--- config.mk ---
export PLATFORM = sky130hd
export DESIGN_NAME = dir_ctrl_sharevec
export DESIGN_NICKNAME = d
export VERILOG_FILES = /design/src/rtl/dir_pkg.sv /design/src/rtl/dir_pick_lowest.sv /design/src/rtl/dir_store.sv /design/src/rtl/dir_ctrl_sharevec.sv
export SDC_FILE = /design/constraint.sdc
export NUM_CORES = 1
export LEC_CHECK = 0
export ABC_AREA = 1
export BUFFER_PORTS_ARGS = -buffer_cell sky130_fd_sc_hd__buf_2
export CAP_MARGIN = 30
export CORE_ASPECT_RATIO = 0.7
export CORE_MARGIN = 2
export CORE_UTILIZATION = 45
export CTS_CLUSTER_SIZE = 28
export DETAILED_ROUTE_END_ITERATION = 10
export SYNTH_ARGS = -nofsm -noshare
export SYNTH_HDL_FRONTEND = slang
export SYNTH_SLANG_ARGS = --single-unit
--- constraint.sdc ---
create_clock -name clk -period 4.1 [get_ports clk]
set_input_delay 0 -clock clk [delete_from_list [all_inputs] [get_ports clk]]
set_output_delay 0 -clock clk [all_outputs]
set_load 0.005 [all_outputs]
--- src/rtl/dir_pkg.sv ---
package dir_pkg;
   typedef enum logic [1:0] {
      ST_IDLE = 2'd0,
      ST_LOOK = 2'd1,
      ST_FILL = 2'd2,
      ST_FAN  = 2'd3
   } dir_state_e;

   typedef enum logic {
      MSG_UPD = 1'b0,
      MSG_INV = 1'b1
   } msg_kind_e;
endpackage

--- src/rtl/dir_pick_lowest.sv ---
module dir_pick_lowest #(
   parameter int W = 4,
   localparam int IW = (W > 1) ? $clog2(W) : 1
) (
   input  logic [W-1:0]  vec,
   output logic [W-1:0]  onehot,
   output logic [IW-1:0] idx,
   output logic          any
);
   generate
      if (W < 2) begin : g_bad_width
         $error("dir_pick_lowest: W must be at least 2");
      end
   endgenerate

   always_comb begin
      onehot = '0;
      idx    = '0;
      for (int i = W - 1; i >= 0; i--) begin
         if (vec[i]) begin
            onehot    = '0;
            onehot[i] = 1'b1;
            idx       = IW'(i);
         end
      end
   end

   assign any = |vec;
endmodule

--- src/rtl/dir_store.sv ---
module dir_store #(
   parameter int N  = 4,
   parameter int AW = 3,
   parameter int DW = 16,
   localparam int LINES = 1 << AW
) (
   input  logic          clk,
   input  logic          rst_n,
   input  logic [AW-1:0] addr,
   output logic          rd_valid,
   output logic          rd_dirty,
   output logic [N-1:0]  rd_share,
   output logic [DW-1:0] rd_data,
   input  logic          wr_en,
   input  logic          wr_valid,
   input  logic          wr_dirty,
   input  logic [N-1:0]  wr_share,
   input  logic [DW-1:0] wr_data
);
   logic          v_q [LINES];
   logic          d_q [LINES];
   logic [N-1:0]  s_q [LINES];
   logic [DW-1:0] x_q [LINES];

   generate
      if (AW < 1 || AW > 10) begin : g_bad_aw
         $error("dir_store: AW must lie in 1..10");
      end
      if (DW < 1) begin : g_bad_dw
         $error("dir_store: DW must be positive");
      end
   endgenerate

   always_ff @(posedge clk or negedge rst_n) begin
      if (!rst_n) begin
         for (int i = 0; i < LINES; i++) begin
            v_q[i] <= 1'b0;
            d_q[i] <= 1'b0;
            s_q[i] <= '0;
            x_q[i] <= '0;
         end
      end else if (wr_en) begin
         v_q[addr] <= wr_valid;
         d_q[addr] <= wr_dirty;
         s_q[addr] <= wr_share;
         x_q[addr] <= wr_data;
      end
   end

   assign rd_valid = v_q[addr];
   assign rd_dirty = d_q[addr];
   assign rd_share = s_q[addr];
   assign rd_data  = x_q[addr];
endmodule

--- src/rtl/dir_ctrl_sharevec.sv ---
module dir_ctrl_sharevec
   import dir_pkg::*;
#(
   parameter int N  = 4,
   parameter int AW = 3,
   parameter int DW = 16,
   localparam int CW = (N > 1) ? $clog2(N) : 1
) (
   input  logic            clk,
   input  logic            rst_n,
   input  logic [N-1:0]    req_valid,
   input  logic [N-1:0]    req_write,
   input  logic [N*AW-1:0] req_addr,
   input  logic [N*DW-1:0] req_wdata,
   output logic [N-1:0]    req_ack,
   output logic [N-1:0]    resp_valid,
   output logic [DW-1:0]   resp_data,
   output logic            resp_dirty,
   input  logic [N-1:0]    core_sleep,
   output logic            msg_valid,
   output logic [CW-1:0]   msg_core,
   output logic            msg_kind,
   output logic [AW-1:0]   msg_addr,
   output logic [DW-1:0]   msg_data,
   output logic            mem_req,
   output logic [AW-1:0]   mem_addr,
   output logic            mem_abort,
   input  logic            mem_rvalid,
   input  logic [DW-1:0]   mem_rdata
);
   generate
      if (N < 2 || N > 64) begin : g_bad_n
         $error("dir_ctrl_sharevec: N must lie in 2..64");
      end
   endgenerate

   dir_state_e    state_q, state_d;
   logic [N-1:0]  cur_oh_q;
   logic          cur_wr_q;
   logic [AW-1:0] cur_addr_q;
   logic [DW-1:0] cur_wdata_q;
   logic [N-1:0]  pend_q, pend_d;

   logic [N-1:0]  grant_oh, fan_oh;
   logic [CW-1:0] grant_idx, fan_idx;
   logic          grant_any, fan_any;

   logic          rd_valid, rd_dirty;
   logic [N-1:0]  rd_share;
   logic [DW-1:0] rd_data;
   logic          wr_en, wr_valid, wr_dirty;
   logic [N-1:0]  wr_share;
   logic [DW-1:0] wr_data;

   dir_pick_lowest #(.W(N)) u_arb (
      .vec(req_valid), .onehot(grant_oh), .idx(grant_idx), .any(grant_any)
   );

   dir_pick_lowest #(.W(N)) u_fan (
      .vec(pend_q), .onehot(fan_oh), .idx(fan_idx), .any(fan_any)
   );

   dir_store #(.N(N), .AW(AW), .DW(DW)) u_store (
      .clk(clk), .rst_n(rst_n), .addr(cur_addr_q),
      .rd_valid(rd_valid), .rd_dirty(rd_dirty), .rd_share(rd_share), .rd_data(rd_data),
      .wr_en(wr_en), .wr_valid(wr_valid), .wr_dirty(wr_dirty),
      .wr_share(wr_share), .wr_data(wr_data)
   );

   always_comb begin
      state_d    = state_q;
      pend_d     = pend_q;
      req_ack    = '0;
      resp_valid = '0;
      resp_data  = '0;
      resp_dirty = 1'b0;
      msg_valid  = 1'b0;
      msg_core   = '0;
      msg_kind   = MSG_UPD;
      msg_addr   = '0;
      msg_data   = '0;
      mem_req    = 1'b0;
      mem_addr   = '0;
      mem_abort  = 1'b0;
      wr_en      = 1'b0;
      wr_valid   = rd_valid;
      wr_dirty   = rd_dirty;
      wr_share   = rd_share;
      wr_data    = rd_data;
      unique case (state_q)
         ST_IDLE: begin
            if (grant_any) begin
               req_ack  = grant_oh;
               mem_req  = 1'b1;
               mem_addr = req_addr[grant_idx*AW +: AW];
               state_d  = ST_LOOK;
            end
         end
         ST_LOOK: begin
            if (rd_valid) begin
               mem_abort  = 1'b1;
               wr_en      = 1'b1;
               wr_valid   = 1'b1;
               wr_dirty   = rd_dirty | cur_wr_q;
               wr_share   = rd_share | cur_oh_q;
               wr_data    = cur_wr_q ? cur_wdata_q : rd_data;
               resp_valid = cur_oh_q;
               resp_data  = wr_data;
               resp_dirty = wr_dirty;
               pend_d     = cur_wr_q ? (rd_share & ~cur_oh_q) : '0;
               state_d    = (pend_d != '0) ? ST_FAN : ST_IDLE;
            end else begin
               state_d = ST_FILL;
            end
         end
         ST_FILL: begin
            if (mem_rvalid) begin
               wr_en      = 1'b1;
               wr_valid   = 1'b1;
               wr_dirty   = cur_wr_q;
               wr_share   = cur_oh_q;
               wr_data    = cur_wr_q ? cur_wdata_q : mem_rdata;
               resp_valid = cur_oh_q;
               resp_data  = wr_data;
               resp_dirty = wr_dirty;
               state_d    = ST_IDLE;
            end
         end
         ST_FAN: begin
            if (fan_any) begin
               msg_valid = 1'b1;
               msg_core  = fan_idx;
               msg_addr  = cur_addr_q;
               msg_data  = rd_data;
               if (core_sleep[fan_idx]) begin
                  msg_kind = MSG_INV;
                  wr_en    = 1'b1;
                  wr_share = rd_share & ~fan_oh;
               end
            end
            pend_d  = pend_q & ~fan_oh;
            state_d = (pend_d == '0) ? ST_IDLE : ST_FAN;
         end
         default: state_d = ST_IDLE;
      endcase
   end

   always_ff @(posedge clk or negedge rst_n) begin
      if (!rst_n) begin
         state_q     <= ST_IDLE;
         pend_q      <= '0;
         cur_oh_q    <= '0;
         cur_wr_q    <= 1'b0;
         cur_addr_q  <= '0;
         cur_wdata_q <= '0;
      end else begin
         state_q <= state_d;
         pend_q  <= pend_d;
         if (state_q == ST_IDLE && grant_any) begin
            cur_oh_q    <= grant_oh;
            cur_wr_q    <= req_write[grant_idx];
            cur_addr_q  <= req_addr[grant_idx*AW +: AW];
            cur_wdata_q <= req_wdata[grant_idx*DW +: DW];
         end
      end
   end
endmodule

==> qor.yml <==
synth:
  ys_types: 30
  synth_edf_count: 0
  yosysSeqAreaShare_pct: 43.55
  synthCells: 1817
  synth-seq-cells: 206
  yosys_warnings: 0
  yosysTopAreaCell: "dfrtp_1"
  synth_top_flop_cell: "dfrtp_1"
  synth_top_area_share_pct: 43.55
  postSynthAreaPerCell_um2: 6.515
  synth_commonest_cells: "1134 x nand2_1, 206 x dfrtp_1, 137 x nor2_1"
  synth_nets: 1928
  synthTopCellsByArea: "dfrtp_1 44%, nand2_1 36%, nor2_1 4.3%"
  async_reset_ff_share_pct: 100.0
  syn-cell-area_um2: 11840
  yosysMostFrequentCell: "nand2_1"
power_and_ir_drop:
  ir_worst_vdd_uv: 317.9
  powerDensity_nw_per_um2: 495.8
  leakagePower_nw: 8.112
  power.total_mw: 6.923
cts:
  cts_max_path_buffers: 3
  h-tree-depth: 1
  cts_root_buf: "clkbuf_16"
  cts_made_buffers: 22
  cts_resized: 0
  clkTransAtPathRegs_ps: 60
  insertion_delay_ps: 510
  cts_num_sinks: 206
  cts_tree: "done"
layout:
  fin_area_um2: 13960
  utilization_pct: 54.23
  regArea_um2: 5156
  antenna_cells: 0
  drive_gt1_share_pct: 12.12
  area_delta_synth_final_pct: 17.96
  num-nets-final: 2095
  nFillCells: 2596
  multi_input_area_um2: 5914
route:
  wire_per_inst_um: 16.97
  post_drt_via_cell_ratio: 5.203
  ant_nets: 0
  drtIter0Drc: 1043
  first_pass_iters: 5
  drc_errors: 0
  routed_wl_um: 39490
  dr_total_vias: 12110
critical_path:
  arrival_ps: 3270
  crit_type: "register to output port"
  regToRegStartpoint: "cur_addr_q[0]$_DFFE_PN0P_"
  cp-end-kind: "output port"
  path_max_fanout: 19
  cp_data_required_time_ps: 4100
  cp-start-kind: "register"
  setup.worst_path.start: "state_q[1]$_DFFE_PN0P_"
global_routing:
  antenna_found_initial: 0
  grt_pass1_vias: 11520
  grt_max_degree: 109
  grt_pass1_wl_um: 62770
  track_usage_pct: 28.81
  overflow: 0
die:
  die_h_um: 139.7
  rows: 49
  initial_core_util_pct: 45.97
  die_w_um: 197.9
  pin_count: 160
  core_um2: 25750
  die-area_um2: 27640
sta:
  final.min_clock_period_ps: 3268
  min_period_over_period_pct: 79.70
  hold_viol: 0
  max_freq_ghz: 0.3060
  setup_viol: 0
  rsz0062_at_grt: "false"
  worstMarginPinSlew_ps: 951.1
  slew_headroom_pct: 36.52
  slew_viol_final: 0
  clock_skew_ps: 12.49
  tns_ps: 0
placement:
  io_buffers: 159
  dpl_cell_area_um2: 12680
  hpwl_um: 25460
  gp_congestion: 0.8332
min_path:
  hold_path_class: "input pin to register"
  hp-start: "req_addr[11]"
flow_run:
  maxCapViolations: 0
run_status:
  status: "finished clean"
-- sequential cells by signal, indices dropped and copies added, names as in the netlist --
signal and cells:
u_store.x_q 128, u_store.s_q 32, cur_wdata_q 16, u_store.d_q 8
u_store.v_q 8, cur_oh_q 4, pend_q 4, cur_addr_q 3
state_q 2, cur_wr_q 1
-- cell usage in the layout (no fill, tap or decap), types with 3 or more instances in the layout --
cell / synthesis / layout
clkbuf_1: 29 / 5
nor2_1: 137 / 137
a31oi_1: 33 / 33
nand2_2: 8 / 8
o22ai_1: 4 / 4
inv_2: 5 / 5
clkbuf_16: 0 / 23
clkbuf_8: 0 / 8
nor3_1: 3 / 3
clkinv_1: 5 / 5
ha_1: 4 / 4
dfrtp_1: 206 / 205
nor2_4: 6 / 6
nand3b_1: 9 / 9
nand2_1: 1134 / 1134
nand3_1: 21 / 21
o21ai_0: 63 / 63
a21oi_1: 24 / 23
inv_1: 44 / 44
dlygate4sd3_1: 0 / 59
buf_4: 17 / 22
buf_2: 32 / 158
nand3_2: 4 / 4
-- cells by family (layout without fill, tap and decap cells) --
family	Yosys count	in the layout	share of synthesized area, %
AND/OR/NAND/NOR	1327	1327	43.62
AO/OA/AOI/OAI	128	128	5.887
adder cells (fa/ha/maj)	4	4	0.4228
flip-flops	206	206	43.55
buffers and inverters	152	331	6.522
-- metrics by stage --
step                hold WS [ps]  worst slack (ps)  instances
floorplan                 -295.6              2147       1817
global placement           161.5              1222       2232
detailed placement         158.9              1151       2232
CTS                        29.16             909.5       2327
global route               71.74             599.9       2327
finish                     54.39             832.2       2327
-- worst max-delay path: stages, from the launching register on --
cell      delay (ps)
dfrtp_1          390
ha_1             380
inv_1            170
a31oi_1          290
clkinv_1         780
a21oi_1          550
buf_2            190
-- cell type report --
class                           count  area share, %
Clock buffer                       35          4.946
Clock inverter                      1        0.03584
Inverter                           54          1.452
Multi-Input combinational cell   1459          42.36
Sequential cell                   206          36.93
Tap cell                          331          2.966
Timing Repair Buffer              241          11.32
-- layer usage --
metal	up-vias	wire length (µm)	track usage, %
met2	384	17620	45.46
li1	5887	-	-
met4	0	1124	8.231
met1	5771	18260	41.82
met5	-	0	0
met3	65	2488	3.345
-- repair_timing --
action,in CTS,in global routing
buffers inserted,0,0
endpoints found under the hold margin,120,0
hold buffers,59,0
-- path summary, 6_finish.rpt --
check	to	slack [ps]	cells past startpoint
max in group asynchronous	cur_addr_q[0]$_DFFE_PN0P_	2830	3
min in group asynchronous	u_store.x_q[122]$_DFFE_PN0P_	160	2
worst max register to register	u_store.x_q[83]$_DFFE_PN0P_	1090	13
worst min-delay path	cur_addr_q[2]$_DFFE_PN0P_	50	4
worst min register to register	u_store.x_q[27]$_DFFE_PN0P_	480	2
worst max-delay path	msg_data[3]	830	6
-- power breakdown --
group,switching (mW),internal [mW],total [mW]
Sequential,0.189,2.29,2.48
Combinational,1.75,0.724,2.47
Clock,0.832,1.14,1.98
Total,2.77,4.15,6.92
Power figures use the tool's default switching activity.
